<file path="src/rtl/fe_pkg.sv">
`timescale 1ns/1ps
package fe_pkg;
    localparam int DEF_TOKENS = 16;
    localparam int DEF_QDEPTH = 8;
    localparam int DEF_DATA_W = 16;
    localparam int DEF_ADDR_W = 8;

    typedef enum logic {
        RD_IDLE   = 1'b0,
        RD_STREAM = 1'b1
    } rd_state_e;

    function automatic int unsigned idx_w(input int unsigned n);
        return (n < 2) ? 1 : $clog2(n);
    endfunction
endpackage

</file>
<file path="src/rtl/fe_blk_writer.sv">
`timescale 1ns/1ps
module fe_blk_writer #(
    parameter int TOK_W  = 4,
    parameter int ADDR_W = 8,
    parameter int DATA_W = 16,
    parameter int LEN_W  = ADDR_W + 1
) (
    input  logic              clk,
    input  logic              rst,
    input  logic              wr_valid,
    input  logic [TOK_W-1:0]  wr_token,
    input  logic [ADDR_W-1:0] wr_base,
    input  logic [DATA_W-1:0] wr_data,
    input  logic              wr_last,
    input  logic              tok_full,
    output logic              mem_we,
    output logic [ADDR_W-1:0] mem_addr,
    output logic [DATA_W-1:0] mem_wdata,
    output logic              fill_en,
    output logic [TOK_W-1:0]  fill_tok,
    output logic [ADDR_W-1:0] fill_base,
    output logic [LEN_W-1:0]  fill_len
);
    logic              active_q;
    logic [ADDR_W-1:0] base_q;
    logic [LEN_W-1:0]  cnt_q;
    logic              accept;
    logic [ADDR_W-1:0] cur_base;
    logic [LEN_W-1:0]  cur_off;

    always_comb begin
        accept    = wr_valid && !tok_full;
        cur_base  = active_q ? base_q : wr_base;
        cur_off   = active_q ? cnt_q : '0;
        mem_we    = accept;
        mem_addr  = cur_base + cur_off[ADDR_W-1:0];
        mem_wdata = wr_data;
        fill_en   = accept && wr_last;
        fill_tok  = wr_token;
        fill_base = cur_base;
        fill_len  = cur_off + LEN_W'(1);
    end

    always_ff @(posedge clk) begin
        if (rst) begin
            active_q <= 1'b0;
            base_q   <= '0;
            cnt_q    <= '0;
        end else if (accept) begin
            if (wr_last) begin
                active_q <= 1'b0;
                cnt_q    <= '0;
            end else begin
                active_q <= 1'b1;
                base_q   <= cur_base;
                cnt_q    <= cur_off + LEN_W'(1);
            end
        end
    end
endmodule

</file>
<file path="src/rtl/fe_tok_table.sv">
`timescale 1ns/1ps
module fe_tok_table #(
    parameter int N_TOKENS = 16,
    parameter int TOK_W    = 4,
    parameter int ADDR_W   = 8,
    parameter int LEN_W    = ADDR_W + 1
) (
    input  logic              clk,
    input  logic              rst,
    input  logic              fill_en,
    input  logic [TOK_W-1:0]  fill_tok,
    input  logic [ADDR_W-1:0] fill_base,
    input  logic [LEN_W-1:0]  fill_len,
    input  logic              rel_en,
    input  logic [TOK_W-1:0]  rel_tok,
    input  logic [TOK_W-1:0]  look_a_tok,
    output logic              look_a_full,
    input  logic [TOK_W-1:0]  look_b_tok,
    output logic              look_b_full,
    output logic [ADDR_W-1:0] look_b_base,
    output logic [LEN_W-1:0]  look_b_len
);
    typedef struct packed {
        logic              full;
        logic [ADDR_W-1:0] base;
        logic [LEN_W-1:0]  len;
    } ent_t;

    ent_t tbl_q [N_TOKENS];

    always_comb begin
        look_a_full = tbl_q[look_a_tok].full;
        look_b_full = tbl_q[look_b_tok].full;
        look_b_base = tbl_q[look_b_tok].base;
        look_b_len  = tbl_q[look_b_tok].len;
    end

    always_ff @(posedge clk) begin
        if (rst) begin
            for (int i = 0; i < N_TOKENS; i++) begin
                tbl_q[i] <= '0;
            end
        end else begin
            if (rel_en) tbl_q[rel_tok].full <= 1'b0;
            if (fill_en) tbl_q[fill_tok] <= '{full: 1'b1, base: fill_base, len: fill_len};
        end
    end

    // a fill only completes on a token that was empty
    assert_fill_on_empty_R9: assert property (@(posedge clk) disable iff (rst)
        fill_en |-> !tbl_q[fill_tok].full);

    // a release without a coincident fill leaves the token empty
    assert_release_clears_R8: assert property (@(posedge clk) disable iff (rst)
        (rel_en && !(fill_en && fill_tok == rel_tok)) |=> !tbl_q[$past(rel_tok)].full);
endmodule

</file>
<file path="src/rtl/fe_pend_fifo.sv">
`timescale 1ns/1ps
module fe_pend_fifo #(
    parameter int DEPTH = 8,
    parameter int W     = 4
) (
    input  logic         clk,
    input  logic         rst,
    input  logic         push,
    input  logic [W-1:0] din,
    input  logic         pop,
    output logic [W-1:0] dout,
    output logic         not_empty,
    output logic         not_full
);
    localparam int PW = fe_pkg::idx_w(DEPTH);
    localparam int CW = $clog2(DEPTH + 1);

    logic [W-1:0]  slot_q [DEPTH];
    logic [PW-1:0] wp_q, rp_q;
    logic [CW-1:0] cnt_q;

    always_comb begin
        dout      = slot_q[rp_q];
        not_empty = (cnt_q != '0);
        not_full  = (cnt_q != CW'(DEPTH));
    end

    always_ff @(posedge clk) begin
        if (push) slot_q[wp_q] <= din;
    end

    always_ff @(posedge clk) begin
        if (rst) begin
            wp_q  <= '0;
            rp_q  <= '0;
            cnt_q <= '0;
        end else begin
            if (push) wp_q <= (wp_q == PW'(DEPTH - 1)) ? '0 : wp_q + PW'(1);
            if (pop)  rp_q <= (rp_q == PW'(DEPTH - 1)) ? '0 : rp_q + PW'(1);
            case ({push, pop})
                2'b10:   cnt_q <= cnt_q + CW'(1);
                2'b01:   cnt_q <= cnt_q - CW'(1);
                default: cnt_q <= cnt_q;
            endcase
        end
    end

    // no push into a full queue
    assert_no_overflow_R7: assert property (@(posedge clk) disable iff (rst)
        push |-> (cnt_q < CW'(DEPTH)));

    // the streamer only takes from a non-empty queue
    assert_no_underflow_R5: assert property (@(posedge clk) disable iff (rst)
        pop |-> (cnt_q != '0));
endmodule

</file>
<file path="src/rtl/fe_blk_reader.sv">
`timescale 1ns/1ps
module fe_blk_reader
    import fe_pkg::*;
#(
    parameter int TOK_W  = 4,
    parameter int ADDR_W = 8,
    parameter int DATA_W = 16,
    parameter int LEN_W  = ADDR_W + 1
) (
    input  logic              clk,
    input  logic              rst,
    input  logic              q_valid,
    input  logic [TOK_W-1:0]  head_tok,
    input  logic              head_full,
    input  logic [ADDR_W-1:0] head_base,
    input  logic [LEN_W-1:0]  head_len,
    output logic              pop,
    output logic [ADDR_W-1:0] rd_addr,
    input  logic [DATA_W-1:0] rd_data,
    output logic              out_valid,
    output logic [TOK_W-1:0]  out_token,
    output logic [DATA_W-1:0] out_data,
    output logic              out_last
);
    rd_state_e         st_q;
    logic [ADDR_W-1:0] base_q;
    logic [LEN_W-1:0]  len_q, cnt_q;
    logic [TOK_W-1:0]  tok_q;
    logic              is_last;

    always_comb begin
        pop     = (st_q == RD_IDLE) && q_valid && head_full;
        rd_addr = base_q + cnt_q[ADDR_W-1:0];
        is_last = (cnt_q == len_q - LEN_W'(1));
    end

    always_ff @(posedge clk) begin
        if (rst) begin
            st_q      <= RD_IDLE;
            base_q    <= '0;
            len_q     <= '0;
            cnt_q     <= '0;
            tok_q     <= '0;
            out_valid <= 1'b0;
            out_last  <= 1'b0;
            out_data  <= '0;
            out_token <= '0;
        end else begin
            case (st_q)
                RD_IDLE: begin
                    out_valid <= 1'b0;
                    out_last  <= 1'b0;
                    if (pop) begin
                        st_q   <= RD_STREAM;
                        base_q <= head_base;
                        len_q  <= head_len;
                        tok_q  <= head_tok;
                        cnt_q  <= '0;
                    end
                end
                RD_STREAM: begin
                    out_valid <= 1'b1;
                    out_data  <= rd_data;
                    out_last  <= is_last;
                    out_token <= tok_q;
                    cnt_q     <= cnt_q + LEN_W'(1);
                    if (is_last) st_q <= RD_IDLE;
                end
                default: st_q <= RD_IDLE;
            endcase
        end
    end

    // no hole inside a block
    assert_block_contiguous_R6: assert property (@(posedge clk) disable iff (rst)
        (out_valid && !out_last) |=> out_valid);

    // one idle cycle after each block
    assert_gap_after_last_R6: assert property (@(posedge clk) disable iff (rst)
        (out_valid && out_last) |=> !out_valid);
endmodule

</file>
<file path="src/rtl/fe_line_ctrl.sv">
`timescale 1ns/1ps
module fe_line_ctrl #(
    parameter int N_TOKENS = fe_pkg::DEF_TOKENS,
    parameter int QDEPTH   = fe_pkg::DEF_QDEPTH,
    parameter int DATA_W   = fe_pkg::DEF_DATA_W,
    parameter int ADDR_W   = fe_pkg::DEF_ADDR_W,
    localparam int TOK_W   = fe_pkg::idx_w(N_TOKENS),
    localparam int LEN_W   = ADDR_W + 1,
    localparam int MEM_DEPTH = 1 << ADDR_W
) (
    input  logic              clk,
    input  logic              rst,
    input  logic              wr_valid,
    input  logic [TOK_W-1:0]  wr_token,
    input  logic [ADDR_W-1:0] wr_base,
    input  logic [DATA_W-1:0] wr_data,
    input  logic              wr_last,
    input  logic              rd_req_valid,
    input  logic [TOK_W-1:0]  rd_req_token,
    output logic              rd_req_ready,
    input  logic              rel_valid,
    input  logic [TOK_W-1:0]  rel_token,
    output logic              out_valid,
    output logic [TOK_W-1:0]  out_token,
    output logic [DATA_W-1:0] out_data,
    output logic              out_last
);
    logic              mem_we;
    logic [ADDR_W-1:0] mem_addr, rd_addr;
    logic [DATA_W-1:0] mem_wdata, rd_data;
    logic              fill_en;
    logic [TOK_W-1:0]  fill_tok;
    logic [ADDR_W-1:0] fill_base;
    logic [LEN_W-1:0]  fill_len;
    logic              wr_tok_full;
    logic              q_valid, q_push, q_pop;
    logic [TOK_W-1:0]  head_tok;
    logic              head_full;
    logic [ADDR_W-1:0] head_base;
    logic [LEN_W-1:0]  head_len;
    logic [DATA_W-1:0] line_q [MEM_DEPTH];

    always_ff @(posedge clk) begin
        if (mem_we) line_q[mem_addr] <= mem_wdata;
    end

    assign rd_data = line_q[rd_addr];
    assign q_push  = rd_req_valid && rd_req_ready;

    fe_blk_writer #(.TOK_W(TOK_W), .ADDR_W(ADDR_W), .DATA_W(DATA_W), .LEN_W(LEN_W)) u_writer (
        .clk(clk), .rst(rst),
        .wr_valid(wr_valid), .wr_token(wr_token), .wr_base(wr_base),
        .wr_data(wr_data), .wr_last(wr_last), .tok_full(wr_tok_full),
        .mem_we(mem_we), .mem_addr(mem_addr), .mem_wdata(mem_wdata),
        .fill_en(fill_en), .fill_tok(fill_tok), .fill_base(fill_base), .fill_len(fill_len)
    );

    fe_tok_table #(.N_TOKENS(N_TOKENS), .TOK_W(TOK_W), .ADDR_W(ADDR_W), .LEN_W(LEN_W)) u_table (
        .clk(clk), .rst(rst),
        .fill_en(fill_en), .fill_tok(fill_tok), .fill_base(fill_base), .fill_len(fill_len),
        .rel_en(rel_valid), .rel_tok(rel_token),
        .look_a_tok(wr_token), .look_a_full(wr_tok_full),
        .look_b_tok(head_tok), .look_b_full(head_full),
        .look_b_base(head_base), .look_b_len(head_len)
    );

    fe_pend_fifo #(.DEPTH(QDEPTH), .W(TOK_W)) u_queue (
        .clk(clk), .rst(rst),
        .push(q_push), .din(rd_req_token),
        .pop(q_pop), .dout(head_tok),
        .not_empty(q_valid), .not_full(rd_req_ready)
    );

    fe_blk_reader #(.TOK_W(TOK_W), .ADDR_W(ADDR_W), .DATA_W(DATA_W), .LEN_W(LEN_W)) u_reader (
        .clk(clk), .rst(rst),
        .q_valid(q_valid), .head_tok(head_tok), .head_full(head_full),
        .head_base(head_base), .head_len(head_len),
        .pop(q_pop), .rd_addr(rd_addr), .rd_data(rd_data),
        .out_valid(out_valid), .out_token(out_token), .out_data(out_data), .out_last(out_last)
    );
endmodule

</file>
<file path="config.mk">
export PLATFORM = sky130hd
export DESIGN_NAME = fe_line_ctrl
export DESIGN_NICKNAME = d
export VERILOG_FILES = /design/src/rtl/fe_pkg.sv /design/src/rtl/fe_blk_writer.sv /design/src/rtl/fe_tok_table.sv /design/src/rtl/fe_pend_fifo.sv /design/src/rtl/fe_blk_reader.sv /design/src/rtl/fe_line_ctrl.sv
export SDC_FILE = /design/constraint.sdc
export NUM_CORES = 2
export LEC_CHECK = 0
export ABC_AREA = 0
export BUFFER_PORTS_ARGS = -buffer_cell sky130_fd_sc_hd__buf_2
export CAP_MARGIN = 20
export CORE_MARGIN = 3
export CORE_UTILIZATION = 35
export DETAILED_ROUTE_END_ITERATION = 12
export PLACE_DENSITY = 0.59
export RECOVER_POWER = 25
export SETUP_SLACK_MARGIN = 0.05
export SYNTH_ARGS = -nofsm -noshare
export SYNTH_HDL_FRONTEND = slang
export SYNTH_HIERARCHICAL = 1
export SYNTH_MEMORY_MAX_BITS = 65536
export SYNTH_SLANG_ARGS = --single-unit
</file>
<file path="constraint.sdc">
create_clock -name clk -period 9 [get_ports clk]
set_input_delay 0 -clock clk [delete_from_list [all_inputs] [get_ports clk]]
set_output_delay 0 -clock clk [all_outputs]
set_load 0.01 [all_outputs]
</file>
Yosys cells after proc, flatten, opt, wreduce, memory -nomap -nowiden
Memories as Yosys holds them, arrays and structs flattened. A register that Yosys moved wholly into a read port is not among the register bits.
Cells that the tools add are included.
{"block": "classes", "eq_ne": 7, "n_mux": 34, "n_addsub": 9, "bitwise": 2, "reduce_logical": 12}
{"cell": "18-bit two-way mux", "count": 2}
{"cell": "18-bit OR reduction", "count": 2}
{"cell": "9-bit two-way mux", "count": 3}
{"cell": "9-bit by 1-bit adder with 9-bit output, second input constant", "count": 2}
{"cell": "9-bit case mux with 2 select lines", "count": 1}
{"cell": "8-bit adder", "count": 2}
{"cell": "1-bit two-way mux", "count": 16}
{"cell": "3-bit two-way mux", "count": 4}
{"cell": "9-bit == test", "count": 1}
{"cell": "9-bit by 1-bit subtractor with 9-bit output, second input constant", "count": 1}
{"cell": "4-bit two-way mux", "count": 2}
{"cell": "8-bit two-way mux", "count": 1}
{"cell": "4-bit case mux with 2 select lines", "count": 1}
{"cell": "3-bit by 1-bit adder with 3-bit output, second input constant", "count": 2}
{"cell": "3-bit == test, second input constant", "count": 2}
{"cell": "1-bit case mux with 2 select lines", "count": 3}
{"cell": "1-bit logical AND", "count": 5}
{"cell": "4-bit by 1-bit adder with 4-bit output, second input constant", "count": 1}
{"cell": "4-bit != test, second input constant", "count": 1}
{"cell": "2-bit AND reduction", "count": 2}
{"cell": "4-bit nonzero test", "count": 1}
{"cell": "4-bit by 1-bit subtractor with 4-bit output, second input constant", "count": 1}
{"cell": "2-bit by 1-bit == test with 1-bit output, second input constant", "count": 1}
{"cell": "2-bit == test, second input constant", "count": 1}
{"cell": "other kinds (5)", "count": 6}
{"block": "totals", "ramBits": 4416, "inputBits": 42, "wordCells": 81, "output_inout_bits": 23, "memories": 3, "regBits": 65}
{"memory": "line_q", "words": 256, "word_bits": 16, "rd": 1, "rd_ports_with_merged_regs": 1, "wr": 1, "line_no": "fe_line_ctrl.sv:41", "source": "logic [DATA_W-1:0] line_q [MEM_DEPTH];"}
{"memory": "u_table.tbl_q", "words": 16, "word_bits": 18, "rd": 2, "rd_ports_with_merged_regs": 0, "wr": 16, "line_no": "fe_tok_table.sv:29", "source": "ent_t tbl_q [N_TOKENS];"}
{"memory": "u_queue.slot_q", "words": 8, "word_bits": 4, "rd": 1, "rd_ports_with_merged_regs": 1, "wr": 1, "line_no": "fe_pend_fifo.sv:18", "source": "logic [W-1:0] slot_q [DEPTH];"}

Longest topological paths before layout
An unclocked memory read counts as a cell.
{"block": "logic_depth", "word_depth": 9, "mapped_depth": 19, "ltp_nobuf": 16}

Cells and area by module
The synthesis kept the hierarchy.
{"module": "fe_line_ctrl", "cells_per_inst": 7339, "instances": 1, "area_per_inst_um2": 158107.9}
{"module": "fe_tok_table", "cells_per_inst": 843, "instances": 1, "area_per_inst_um2": 13120.1}
{"module": "fe_blk_reader", "cells_per_inst": 297, "instances": 1, "area_per_inst_um2": 2534.9}
{"module": "fe_pend_fifo", "cells_per_inst": 122, "instances": 1, "area_per_inst_um2": 1891.8}
{"module": "fe_blk_writer", "cells_per_inst": 201, "instances": 1, "area_per_inst_um2": 1591.5}

Worst setup path after synthesis
OpenSTA, ideal clock, no wires.
{"block": "synth_path", "path_type": "reg-to-reg", "from": "register u_writer.active_q", "to": "memory line_q[235][0], enable pin", "path_buffers": 5, "path_stages_with_launch": 14, "path_slack_ps": 4722, "arrival_ps": 3889, "cell_sequence": "dfxtp_1 buf_4 buf_2 mux2_2 ha_1 and4b_1 a311oi_1 xnor2_1 clkbuf_1 nor2b_1 clkbuf_1 nand4_1 clkbuf_1 nor2_1"}
{"block": "synth_via", "elab_chain_cells": 2}
{"item": "start: declaration", "line_no": "fe_blk_writer.sv:24", "source": "logic active_q;"}
{"item": "start signal: assignment", "line_no": "fe_blk_writer.sv:46", "source": "active_q <= 1'b0;"}
{"item": "start signal: assignment", "line_no": "fe_blk_writer.sv:51", "source": "active_q <= 1'b0;"}
{"item": "start signal: assignment", "line_no": "fe_blk_writer.sv:54", "source": "active_q <= 1'b1;"}
{"item": "8-bit two-way mux", "line_no": "fe_blk_writer.sv:33", "source": "cur_base = active_q ? base_q : wr_base;"}
{"item": "via fill_base[2]", "line_no": "fe_line_ctrl.sv:33", "source": "logic [ADDR_W-1:0] fill_base;"}
{"item": "8-bit adder", "line_no": "fe_blk_writer.sv:36", "source": "mem_addr = cur_base + cur_off[ADDR_W-1:0];"}
{"item": "via mem_addr[3]", "line_no": "fe_line_ctrl.sv:29", "source": "logic [ADDR_W-1:0] mem_addr, rd_addr;"}
{"item": "end: declaration", "line_no": "fe_line_ctrl.sv:41"}
The timed path passes the listed nets, and every way through them passes these cells.

Final worst setup path
{"block": "layout_path", "from": "input wr_data[3]", "to": "memory line_q[252][3] (data pin)"}
{"item": "start: declaration", "line_no": "fe_line_ctrl.sv:16", "source": "input logic [DATA_W-1:0] wr_data,"}
No word-level cell before the write port.

==> metrics.log <==
INFO  metric tritoncts.num_buffers = about 430
INFO  metric place_hpwl = approximately 280 mm
INFO  metric synth_compound_area_share = 3.909%
INFO  metric violations = antenna violations, max-capacitance violations, max-slew violations
INFO  metric synth_warnings = 6
INFO  metric ir_drop = between 0.15 and 0.2 mV
INFO  metric post_synth_inst_count = about 9k
INFO  metric top_delay_family_on_crit_path = buffers and inverters
INFO  metric maxSlewHeadroom = -388.0%
INFO  metric cts-root-to-sink-buffers = 4
INFO  metric grt.met1_usage = ~25%
INFO  metric clk_pin_slew_worst_paths = around 0.060 ns
INFO  metric maximum_number_of_pins_on_one_net_before_global_route_repair = between 150 and 200
INFO  metric synth.top_cells.by_area = sky130_fd_sc_hd__edfxtp_1, sky130_fd_sc_hd__mux4_2, sky130_fd_sc_hd__mux2i_1
INFO  metric cts_hold_repair.buffers = 68
INFO  metric routed_wire_length_per_instance = about 29 µm
INFO  metric grt_use_met3 = 3.335%
INFO  metric detailedRoute.firstPassIterationCount = 9
INFO  metric clock-sinks = 4500
INFO  metric worstMarginPinSlew = around 7.3 ns
INFO  metric ant_nets = 1
INFO  metric htree_levels = 5
INFO  metric setup_violations = 0
INFO  metric cts-root-buf = sky130_fd_sc_hd__clkbuf_16
INFO  metric die_height = roughly 720 µm
INFO  metric area_growth_syn_to_fin = 13.72%
INFO  metric detailroute.via_count = around 90k
INFO  metric synth-edff-count = around 4.4k
INFO  metric synth-xor-area-share = less than 1%
INFO  metric synth_top_flop_cell = sky130_fd_sc_hd__edfxtp_1
INFO  metric leakage_power_total = about 60 nW
INFO  metric timing.critical_path.to_type = flop
INFO  metric n_fill_cell = 44.27k
INFO  metric post_synth_num_cell_types = 91
INFO  metric slowest_stage = sky130_fd_sc_hd__clkbuf_1
INFO  metric start_util = a little over a third
INFO  metric cts_setup_buffers = 0
INFO  metric port_buffers = 64
INFO  metric hold-path-cell-count = 5
INFO  metric grt_first_pass_wirelength = roughly 700 mm
INFO  metric timing.final.ws_setup = 2.358 ns
INFO  metric worst-path-stages = 4
INFO  metric die_x = between 700 and 800 µm
INFO  metric setup_total_negative_slack = 0 ns
INFO  metric post_synth.cell_area_avg = approximately 20 µm²
INFO  metric yosys-mux-area-fraction = around 15%
INFO  metric row_count = 260
INFO  metric crit_arrival = around 7.3 ns
INFO  metric synthArstFlopShare = 0%
INFO  metric total_die_area = roughly 0.51 mm²
INFO  metric synth_top_family_by_area = multiplexers
INFO  metric cp.required = 9.62 ns
INFO  metric synth_area = 0.1772 mm²
INFO  metric boundaryPins = 65
INFO  metric critical-path-top-cell-by-count = sky130_fd_sc_hd__buf_4
INFO  metric synth_top_area_share = between 70% and 80%
INFO  metric detail_route.wirelength = about 480 mm
INFO  metric cap_violations = 18
INFO  metric placed_cells_incl_taps = roughly 15k
INFO  metric drc = 0
INFO  metric final.period_utilization = ~74%
INFO  metric grt_setup_unrepaired = no
INFO  metric grt_antenna_before_repair = 19
INFO  metric worstHoldPathType = input port to flop
INFO  metric clk_latency = around 1.1 ns
INFO  metric fmax = 150.6 MHz
INFO  metric worst_clock_skew = 0.1004 ns
INFO  metric timing.critical_path.cells = dlygate4sd3_1, clkbuf_1, buf_4, buf_4
INFO  metric gr-usage-all-layers = between 10% and 20%
INFO  metric status = finished with violations
INFO  metric worst-path-buf-inv = 4
INFO  metric postCtsResizedCells = 0
INFO  metric worst_setup_path_start_kind = input port
INFO  metric fin_util = around two fifths
INFO  metric ys_seq_elements = 4500
INFO  metric finalWorstPathRequiredPeriod = 6.642 ns
INFO  metric p_per_area = roughly 210 mW/mm²
INFO  metric post_synth_fa_ha_maj_area_fraction = less than 1%
INFO  metric synthesis.nets = approximately 9k
INFO  metric synthTopCellsByCount = sky130_fd_sc_hd__edfxtp_1, sky130_fd_sc_hd__mux4_2, sky130_fd_sc_hd__mux2i_1
INFO  metric vias_in_the_first_global_route = roughly 89k
INFO  metric met2_usage = a little under 30%
INFO  metric yosys.area.top_type = sky130_fd_sc_hd__edfxtp_1
INFO  metric avgViaCountPerCell = around 5.6
INFO  metric gr-max-usage-layer = met2
INFO  metric worstRegToRegCells = 14
INFO  metric yosysMostFrequentCell = sky130_fd_sc_hd__edfxtp_1
INFO  metric hold_violations = 0
INFO  metric final_nets = around 9.3k
INFO  metric gpl.final_weighted_congestion = just under 0.9
INFO  metric layout-drive-gt1-share = 21.93%
INFO  metric critPathMaxFanout = 101
INFO  metric global_route.overflow_total = 0
INFO  metric dp_worst_setup_slack = about 3.1 ns
INFO  metric cts_tree = built
INFO  metric initialDrtViolationCount = ~11k
INFO  metric floorplan.core_area = ~0.50 mm²
INFO  metric final_max_tran_viols = 1852
INFO  metric critical_setup_path_class = input port to flop
INFO  metric synth_simple_gate_area_share = approximately 3.1%
INFO  metric final_cells = around 16k
INFO  metric synth-seq-area-share = 75.67%
INFO  metric crit_path_max_incr_delay = between 4 and 5 ns
-- metrics by stage --
stage / total power [mW] / hold WS, ns / instance area [µm²]
after floorplan: 24.19 / 0.09887 / 177200
after global placement: 24.68 / 0.2808 / 186300
after detailed placement: 24.72 / 0.3016 / 186600
after CTS: 43.08 / 0.0001259 / 201700
after global routing: 44.00 / 0.04715 / 201500
final: 42.78 / 0.08378 / 201600
-- layout make-up --
type,instances,area (µm²),area share (%)
multi-input cells,3716,40150,19.92
repair buffers,519,4355,2.161
inverters,22,100.1,0.04966
clock inverters,279,2933,1.455
clock buffers,531,11480,5.698
diodes,25,62.56,0.03104
well taps,6681,8359,4.147
flip-flops and latches,4500,134100,66.54
-- registers in the layout (all words and copies together) (netlist names), 3 cells and up, named ones only --
signal              flops
u_reader/tok_q          4
u_queue/slot_q         32
u_queue/rp_q            3
u_reader/out_data      16
u_table/tbl_q         288
u_reader/base_q         8
u_reader/cnt_q          9
u_queue/wp_q            3
u_writer/cnt_q          9
line_q               4096
u_queue/cnt_q           4
u_reader/out_token      4
u_writer/base_q         8
u_reader/len_q          9
-- placed cells by master (no fill, tap or decap), types with 100 or more instances in the layout --
master,synthesis,final
sky130_fd_sc_hd__mux4_2,846,846
sky130_fd_sc_hd__buf_4,61,347
sky130_fd_sc_hd__mux2i_1,664,664
sky130_fd_sc_hd__clkbuf_16,0,442
sky130_fd_sc_hd__and2_1,286,286
sky130_fd_sc_hd__nor2_1,354,305
sky130_fd_sc_hd__edfxtp_1,4400,4400
sky130_fd_sc_hd__a21oi_1,238,238
sky130_fd_sc_hd__clkbuf_1,283,100
sky130_fd_sc_hd__nand2_1,144,143
sky130_fd_sc_hd__o22ai_1,165,165
sky130_fd_sc_hd__o221ai_1,305,305
-- worst min-delay path, stage by stage --
cell and delay, ns:
sky130_fd_sc_hd__dlygate4sd3_1 0.55, sky130_fd_sc_hd__buf_2 0.15, sky130_fd_sc_hd__nand2_1 0.15, sky130_fd_sc_hd__o211ai_1 0.10, sky130_fd_sc_hd__o21ai_0 0.07
-- cells by family after synthesis --
kind of cell    after synthesis
simple gates               1078
compound gates              981
xor+xnor                     34
buf+inv                     586
flops                      4500
fa+ha+maj                    26
mux                        1597
-- metal layers --
metal  share of wire, %  vias to the layer above
li1                   -                    37400
met1                 40                    47970
met2                 48                     4183
met3                8.1                      761
met4                4.0                        6
met5             0.0083                        -
-- power breakdown --
| group | switching (mW) | internal [mW] | total [mW] |
|---|---|---|---|
| logic | 0.868 | 0.298 | 1.17 |
| clock network | 7.89 | 10.6 | 18.4 |
| registers | 0.0302 | 23.1 | 23.2 |
| total | 8.79 | 34.0 | 42.8 |
-- final timing paths --
path,start,to,slack [ns]
max,wr_data[3],line_q[252][3],2.36
min,rel_token[3],u_table/tbl_q[14][17],0.08
max reg2reg,u_reader/cnt_q[0],u_reader/out_data[14],2.98
min reg2reg,u_reader/base_q[5],u_reader/base_q[5],0.47
(Power assumes the default switching activity.)
